[src/rtl/rrarb_pkg.sv]
package rrarb_pkg;
  typedef enum logic [2:0] {
    CYC_CLASSIC = 3'b000,
    CYC_CONST   = 3'b001,
    CYC_INCR    = 3'b010,
    CYC_LAST    = 3'b111
  } cyc_kind_e;

  typedef enum logic [1:0] {
    BURST_LINEAR = 2'b00,
    BURST_WRAP4  = 2'b01,
    BURST_WRAP8  = 2'b10,
    BURST_WRAP16 = 2'b11
  } burst_kind_e;

  function automatic int idx_width(input int n);
    return (n > 1) ? $clog2(n) : 1;
  endfunction
endpackage

[src/rtl/rrarb_adapt.sv]
module rrarb_adapt
  import rrarb_pkg::*;
#(
  parameter int SEL_W    = 4,
  parameter int GRAN_LOG = 0,
  parameter bit HAS_LOCK = 1,
  parameter bit HAS_CTI  = 1,
  parameter bit HAS_BTE  = 1
) (
  input  logic             cyc,
  input  logic             lock_in,
  input  logic [SEL_W-1:0] sel_in,
  input  logic [2:0]       cti_in,
  input  logic [1:0]       bte_in,
  output logic             lock_eff,
  output logic [SEL_W-1:0] sel_wide,
  output logic [2:0]       cti_eff,
  output logic [1:0]       bte_eff
);
  localparam int REP = 1 << GRAN_LOG;

  // Each narrow select bit covers REP shared lanes.
  for (genvar j = 0; j < SEL_W; j++) begin : g_lane
    assign sel_wide[j] = sel_in[j / REP];
  end

  if (HAS_LOCK) begin : g_lock
    assign lock_eff = lock_in;
  end else begin : g_nolock
    assign lock_eff = cyc;
  end

  if (HAS_CTI) begin : g_cti
    assign cti_eff = cti_in;
  end else begin : g_nocti
    assign cti_eff = CYC_CLASSIC;
  end

  if (HAS_BTE) begin : g_bte
    assign bte_eff = bte_in;
  end else begin : g_nobte
    assign bte_eff = BURST_LINEAR;
  end
endmodule

[src/rtl/rrarb_grant.sv]
module rrarb_grant #(
  parameter int NUM_INIT = 3,
  parameter int GW       = 2
) (
  input  logic                clk,
  input  logic                rst,
  input  logic [NUM_INIT-1:0] req,
  input  logic [NUM_INIT-1:0] stb,
  input  logic [NUM_INIT-1:0] lock_eff,
  output logic [GW-1:0]       grant_q
);
  logic          hold;
  logic [GW-1:0] grant_d;
  logic          found;

  assign hold = req[grant_q] & (lock_eff[grant_q] | stb[grant_q]);

  always_comb begin
    grant_d = grant_q;
    found   = 1'b0;
    if (!hold) begin
      for (int k = 1; k <= NUM_INIT; k++) begin
        if (!found && req[(int'(grant_q) + k) % NUM_INIT]) begin
          grant_d = GW'((int'(grant_q) + k) % NUM_INIT);
          found   = 1'b1;
        end
      end
    end
  end

  always_ff @(posedge clk) begin
    if (rst) grant_q <= '0;
    else     grant_q <= grant_d;
  end
endmodule

[src/rtl/rrarb_mux.sv]
module rrarb_mux #(
  parameter int NUM_INIT  = 3,
  parameter int GW        = 2,
  parameter int ADDR_W    = 30,
  parameter int DATA_W    = 32,
  parameter int SEL_W     = 4,
  parameter bit HAS_STALL = 1
) (
  input  logic [GW-1:0]              grant,
  input  logic [NUM_INIT-1:0]        cyc,
  input  logic [NUM_INIT-1:0]        stb,
  input  logic [NUM_INIT-1:0]        we,
  input  logic [NUM_INIT-1:0]        lock_eff,
  input  logic [NUM_INIT*ADDR_W-1:0] adr,
  input  logic [NUM_INIT*DATA_W-1:0] wdat,
  input  logic [NUM_INIT*SEL_W-1:0]  sel,
  input  logic [NUM_INIT*3-1:0]      cti,
  input  logic [NUM_INIT*2-1:0]      bte,
  output logic [NUM_INIT*DATA_W-1:0] rdat_o,
  output logic [NUM_INIT-1:0]        ack_o,
  output logic [NUM_INIT-1:0]        err_o,
  output logic [NUM_INIT-1:0]        rty_o,
  output logic [NUM_INIT-1:0]        stall_o,
  output logic                       d_cyc,
  output logic                       d_stb,
  output logic                       d_we,
  output logic                       d_lock,
  output logic [ADDR_W-1:0]          d_adr,
  output logic [DATA_W-1:0]          d_wdat,
  output logic [SEL_W-1:0]           d_sel,
  output logic [2:0]                 d_cti,
  output logic [1:0]                 d_bte,
  input  logic [DATA_W-1:0]          d_rdat,
  input  logic                       d_ack,
  input  logic                       d_err,
  input  logic                       d_rty,
  input  logic                       d_stall
);
  logic owner_cyc;
  logic own_stall;

  assign owner_cyc = cyc[grant];
  assign d_cyc  = owner_cyc;
  assign d_stb  = owner_cyc & stb[grant];
  assign d_we   = we[grant];
  assign d_lock = owner_cyc & lock_eff[grant];
  assign d_adr  = adr[grant*ADDR_W +: ADDR_W];
  assign d_wdat = wdat[grant*DATA_W +: DATA_W];
  assign d_sel  = sel[grant*SEL_W +: SEL_W];
  assign d_cti  = cti[grant*3 +: 3];
  assign d_bte  = bte[grant*2 +: 2];

  if (HAS_STALL) begin : g_stall
    assign own_stall = d_stall;
  end else begin : g_ackstall
    logic unused_stall;
    assign unused_stall = d_stall;
    assign own_stall    = ~d_ack;
  end

  for (genvar i = 0; i < NUM_INIT; i++) begin : g_resp
    logic own;
    assign own                         = (grant == GW'(i));
    assign ack_o[i]                    = own & d_ack;
    assign err_o[i]                    = own & d_err;
    assign rty_o[i]                    = own & d_rty;
    assign stall_o[i]                  = own ? own_stall : 1'b1;
    assign rdat_o[i*DATA_W +: DATA_W]  = own ? d_rdat : '0;
  end
endmodule

[src/rtl/rr_bus_arbiter.sv]
module rr_bus_arbiter
  import rrarb_pkg::*;
#(
  parameter int                    NUM_INIT      = 3,
  parameter int                    ADDR_W        = 30,
  parameter int                    DATA_W        = 32,
  parameter int                    GRAN_W        = 8,
  parameter logic [4*NUM_INIT-1:0] INIT_GRAN_LOG = '0,
  parameter logic [NUM_INIT-1:0]   LOCK_MASK     = '1,
  parameter logic [NUM_INIT-1:0]   CTI_MASK      = '1,
  parameter logic [NUM_INIT-1:0]   BTE_MASK      = '1,
  parameter bit                    HAS_STALL     = 1,
  localparam int                   SEL_W         = DATA_W / GRAN_W,
  localparam int                   GW            = idx_width(NUM_INIT)
) (
  input  logic                       clk,
  input  logic                       rst,
  input  logic [NUM_INIT-1:0]        init_cyc,
  input  logic [NUM_INIT-1:0]        init_stb,
  input  logic [NUM_INIT-1:0]        init_we,
  input  logic [NUM_INIT-1:0]        init_lock,
  input  logic [NUM_INIT*ADDR_W-1:0] init_adr,
  input  logic [NUM_INIT*DATA_W-1:0] init_wdat,
  input  logic [NUM_INIT*SEL_W-1:0]  init_sel,
  input  logic [NUM_INIT*3-1:0]      init_cti,
  input  logic [NUM_INIT*2-1:0]      init_bte,
  output logic [NUM_INIT*DATA_W-1:0] init_rdat,
  output logic [NUM_INIT-1:0]        init_ack,
  output logic [NUM_INIT-1:0]        init_err,
  output logic [NUM_INIT-1:0]        init_rty,
  output logic [NUM_INIT-1:0]        init_stall,
  output logic                       sh_cyc,
  output logic                       sh_stb,
  output logic                       sh_we,
  output logic                       sh_lock,
  output logic [ADDR_W-1:0]          sh_adr,
  output logic [DATA_W-1:0]          sh_wdat,
  output logic [SEL_W-1:0]           sh_sel,
  output logic [2:0]                 sh_cti,
  output logic [1:0]                 sh_bte,
  input  logic [DATA_W-1:0]          sh_rdat,
  input  logic                       sh_ack,
  input  logic                       sh_err,
  input  logic                       sh_rty,
  input  logic                       sh_stall
);
  logic [NUM_INIT-1:0]       lock_eff;
  logic [NUM_INIT*SEL_W-1:0] sel_wide;
  logic [NUM_INIT*3-1:0]     cti_eff;
  logic [NUM_INIT*2-1:0]     bte_eff;
  logic [GW-1:0]             grant_q;

  for (genvar i = 0; i < NUM_INIT; i++) begin : g_init
    rrarb_adapt #(
      .SEL_W   (SEL_W),
      .GRAN_LOG(int'(INIT_GRAN_LOG[4*i +: 4])),
      .HAS_LOCK(LOCK_MASK[i]),
      .HAS_CTI (CTI_MASK[i]),
      .HAS_BTE (BTE_MASK[i])
    ) u_adapt (
      .cyc     (init_cyc[i]),
      .lock_in (init_lock[i]),
      .sel_in  (init_sel[i*SEL_W +: SEL_W]),
      .cti_in  (init_cti[i*3 +: 3]),
      .bte_in  (init_bte[i*2 +: 2]),
      .lock_eff(lock_eff[i]),
      .sel_wide(sel_wide[i*SEL_W +: SEL_W]),
      .cti_eff (cti_eff[i*3 +: 3]),
      .bte_eff (bte_eff[i*2 +: 2])
    );
  end

  rrarb_grant #(
    .NUM_INIT(NUM_INIT),
    .GW      (GW)
  ) u_grant (
    .clk     (clk),
    .rst     (rst),
    .req     (init_cyc),
    .stb     (init_stb),
    .lock_eff(lock_eff),
    .grant_q (grant_q)
  );

  rrarb_mux #(
    .NUM_INIT (NUM_INIT),
    .GW       (GW),
    .ADDR_W   (ADDR_W),
    .DATA_W   (DATA_W),
    .SEL_W    (SEL_W),
    .HAS_STALL(HAS_STALL)
  ) u_mux (
    .grant   (grant_q),
    .cyc     (init_cyc),
    .stb     (init_stb),
    .we      (init_we),
    .lock_eff(lock_eff),
    .adr     (init_adr),
    .wdat    (init_wdat),
    .sel     (sel_wide),
    .cti     (cti_eff),
    .bte     (bte_eff),
    .rdat_o  (init_rdat),
    .ack_o   (init_ack),
    .err_o   (init_err),
    .rty_o   (init_rty),
    .stall_o (init_stall),
    .d_cyc   (sh_cyc),
    .d_stb   (sh_stb),
    .d_we    (sh_we),
    .d_lock  (sh_lock),
    .d_adr   (sh_adr),
    .d_wdat  (sh_wdat),
    .d_sel   (sh_sel),
    .d_cti   (sh_cti),
    .d_bte   (sh_bte),
    .d_rdat  (sh_rdat),
    .d_ack   (sh_ack),
    .d_err   (sh_err),
    .d_rty   (sh_rty),
    .d_stall (sh_stall)
  );
endmodule

[config.mk]
export PLATFORM = sky130hd
export DESIGN_NAME = rr_bus_arbiter
export DESIGN_NICKNAME = d
export VERILOG_FILES = /design/src/rtl/rrarb_pkg.sv /design/src/rtl/rrarb_adapt.sv /design/src/rtl/rrarb_grant.sv /design/src/rtl/rrarb_mux.sv /design/src/rtl/rr_bus_arbiter.sv
export SDC_FILE = /design/constraint.sdc
export NUM_CORES = 1
export LEC_CHECK = 0
export CAP_MARGIN = 20
export CORE_AREA = 8 8 167 169
export CTS_BUF_LIST = sky130_fd_sc_hd__clkbuf_8 sky130_fd_sc_hd__clkbuf_16
export DETAILED_ROUTE_END_ITERATION = 16
export DIE_AREA = 0 0 175 177
export SLEW_MARGIN = 0
export SYNTH_ARGS = -nofsm -noshare
export SYNTH_HDL_FRONTEND = slang
export SYNTH_SLANG_ARGS = --single-unit
[constraint.sdc]
create_clock -name clk -period 2.2 [get_ports clk]
set_input_delay 0.44 -clock clk [delete_from_list [all_inputs] [get_ports clk]]
set_output_delay 0.44 -clock clk [all_outputs]
set_load 0.05 [all_outputs]
==> results of run 1 <==
## worst max-delay path, stage by stage (launching register included)
cell and delay [ps]:
dfxtp_4 400, inv_1 160, ha_2 330, buf_12 220
and2_1 200, buf_12 150
## routing by layer
metal / wire length, um / GRT usage, %
met1: 8660 / 14.6
met2: 11600 / 23.8
met3: 2030 / 5.29
met4: 250 / 2.23
met5: 0 / 0
## timing repair
action                                 CTS  global route
buffers inserted                         0             2
gates cloned                             0             0
gates resized for setup                  4             1
endpoints found under the hold margin    0             0
hold buffers                             0             0
setup endpoints to repair                2            44
pin swaps                                1             1
## where the power goes
part	total (mW)	switching [mW]	internal (mW)	leakage, nW
clock network	0.278	0.0445	0.234	0.0423
registers	0.130	0.0641	0.0657	0.0175
logic	16.6	9.07	7.52	3.70
## cell usage after synthesis, types with 2 or more instances
cell type,n,share of area (%)
clkbuf_1,18,2.6
buf_1,7,1.0
and2_1,105,25
o21ai_0,75,15
inv_1,4,0.58
dfxtp_1,2,1.5
nand2_1,75,11
mux2_1,2,0.87
nor2_1,4,0.58
a21o_1,3,0.87
a22oi_1,2,0.58
nor2b_1,3,0.73
ha_1,5,2.4
buf_2,11,2.1
nand2b_1,4,0.97
mux2i_1,74,29
## area by class of cell
type | instances | area, um2 | share of cell area, %
Clock inverter | 1 | 3.75 | 0.0393
Clock buffer | 3 | 75.1 | 0.786
Multi-Input combinational cell | 366 | 2470 | 25.8
Sequential cell | 2 | 45.0 | 0.471
Antenna cell | 1 | 2.50 | 0.0262
Timing Repair Buffer | 471 | 6520 | 68.3
Tap cell | 335 | 419 | 4.39
Inverter | 5 | 18.8 | 0.196
## placed cells by master, fill, tap and decap left out, types with 2 or more instances in the layout
cell             instances
ha_1                     4
a21o_1                   3
nor2b_1                  2
and2_1                  45
buf_4                   22
mux2_4                   2
nor2_1                   3
buf_12                 186
mux2i_1                 74
nand2_1                 75
nand2b_1                 4
and2_2                  54
clkdlybuf4s50_1        261
o21ai_0                  3
and2_4                   6
o21ai_1                 73
inv_1                    5
clkbuf_16                3
a22oi_2                  2
## logic make-up (layout without fill, tap and decap cells)
kind of cell             after synthesis  in the layout  share of synthesized area [%]
multiplexers                          78             78                           30.6
buffers and inverters                 42            480                           6.92
AND/OR/NAND/NOR                      193            193                           39.0
adder cells (fa/ha/maj)                5              5                           2.42
AO/OA/AOI/OAI                         90             90                           19.6
other                                  0              1                              0
flip-flops                             2              2                           1.55
## metrics by stage
step,total power [mW],setup TNS [ps],hold WS [ps]
6_report,17.0,0,709
5_1_grt,17.7,-446,748
4_1_cts,17.2,0,727
3_5_place_dp,16.8,-52.8,721
3_3_place_gp,16.8,-1.84,704
2_1_floorplan,8.26,-917,519
## worst min path at each step
stage / start / depth (start not counted) / slack [ps] / to
6_report: u_grant.grant_q[1] / 2 / 710 / u_grant.grant_q[1]
5_1_grt: u_grant.grant_q[1] / 2 / 750 / u_grant.grant_q[1]
4_1_cts: u_grant.grant_q[1] / 2 / 730 / u_grant.grant_q[1]
3_5_place_dp: u_grant.grant_q[1] / 2 / 720 / u_grant.grant_q[1]
3_3_place_gp: u_grant.grant_q[1] / 2 / 700 / u_grant.grant_q[1]
2_1_floorplan: rst / 1 / 520 / u_grant.grant_q[1]
==> flow_summary.json, run 1 <==
{
  "path_clk_slew_ps": 30,
  "fin_cells": 1184,
  "clk_path_buf_depth": 2,
  "gp_congestion": 0.809,
  "antenna_found_initial": 1,
  "placed_cells": 1177,
  "tightest_slew_ps": 550,
  "grt_max_degree": 46,
  "crit_type": "register to primary output",
  "power_density_mw_per_mm2": 1780,
  "drt_wl_total_um": 22500,
  "pre_cts_ws_ps": -27.0,
  "drt-wirelength-per-cell_um": 19.0,
  "drtPass1Iterations": 4,
  "via_per_inst": 3.83,
  "seq_area_frac_synth_pct": 1.55,
  "start_kind": "register",
  "area_growth_syn_to_layout_pct": 270,
  "initial_core_util_pct": 10.1,
  "die_area_mm2": 0.0310,
  "crit_fanout": 36,
  "io_pins": 446,
  "die_w_um": 175,
  "top_register": "u_grant.grant_q",
  "reg2reg_slack_ps": 210,
  "grt_setup_unrepaired": "yes",
  "ant_nets": 0,
  "syn-instance-count": 410,
  "status": "completed",
  "finalMaxSlewViolations": 0,
  "place_hpwl_um": 19600,
  "post-route-util_pct": 37.5,
  "p_leak_nw": 3.76,
  "arrival_ps": 1720,
  "drive_gt1_share_pct": 33.7,
  "worstRegToRegCells": 7,
  "syn-num-nets": 678,
  "vias": 4537,
  "clkSinkCount": 2,
  "required_ps": 1760,
  "max_freq_ghz": 0.464,
  "layout_setup_ws_ps": 43.7,
  "synth_warnings": 0,
  "peakVddDrop_mv": 0.938,
  "final_nets": 1117,
  "grt_pass1_wl_um": 31800,
  "grt.overflow.total": 0,
  "report.final.setup_viol": 0,
  "drtIter0Drc": 173,
  "cts_root_buffer": "clkbuf_16",
  "ys_seq_elements": 2,
  "ys.flop_type": "dfxtp_1",
  "core_area_mm2": 0.0255,
  "startpoint": "u_grant.grant_q[1]",
  "placementRows": 59,
  "largest_register_ffs": 2,
  "reg_top3": "u_grant.grant_q: 2 flops",
  "min_period_over_period_pct": 98.0,
  "fin_skew_ps": 2.73,
  "async_flop_share_pct": 0,
  "setup.worst_path.end": "init_rdat[32]",
  "place_area_mm2": 0.00944,
  "fin_area_mm2": 0.00955,
  "grt_pass1_vias": 4804,
  "max-cap-violations": 0,
  "synth_edf_count": 0,
  "r2r_start": "u_grant.grant_q[1]",
  "io_buffer_count": 445,
  "htreeDepth": 1,
  "netlist_area_mm2": 0.00258,
  "avgSynthCellArea_um2": 6.30,
  "post-route-min-period_ps": 2160,
  "slew-limit-headroom_pct": 63.4,
  "cp-end-kind": "primary output",
  "nFillCells": 2543,
  "grt_usage_pct": 13.2,
  "cts_tree": "done",
  "numCtsBuffers": 3,
  "hold_viol": 0,
  "drc_errors": 0,
  "synth.distinct_cells": 32,
  "hp-class": "register to register",
  "rr_endpoint": "u_grant.grant_q[0]",
  "clk_latency_ps": 220,
  "die_h_um": 177
}
Power figures use the tool's default switching activity.
==> run 2, diff against run 1 <==
- HOLD_SLACK_MARGIN: unset -> 0.05
==> results of run 2 <==
The final DEF is identical to that of run 1; final timing and power are the same.
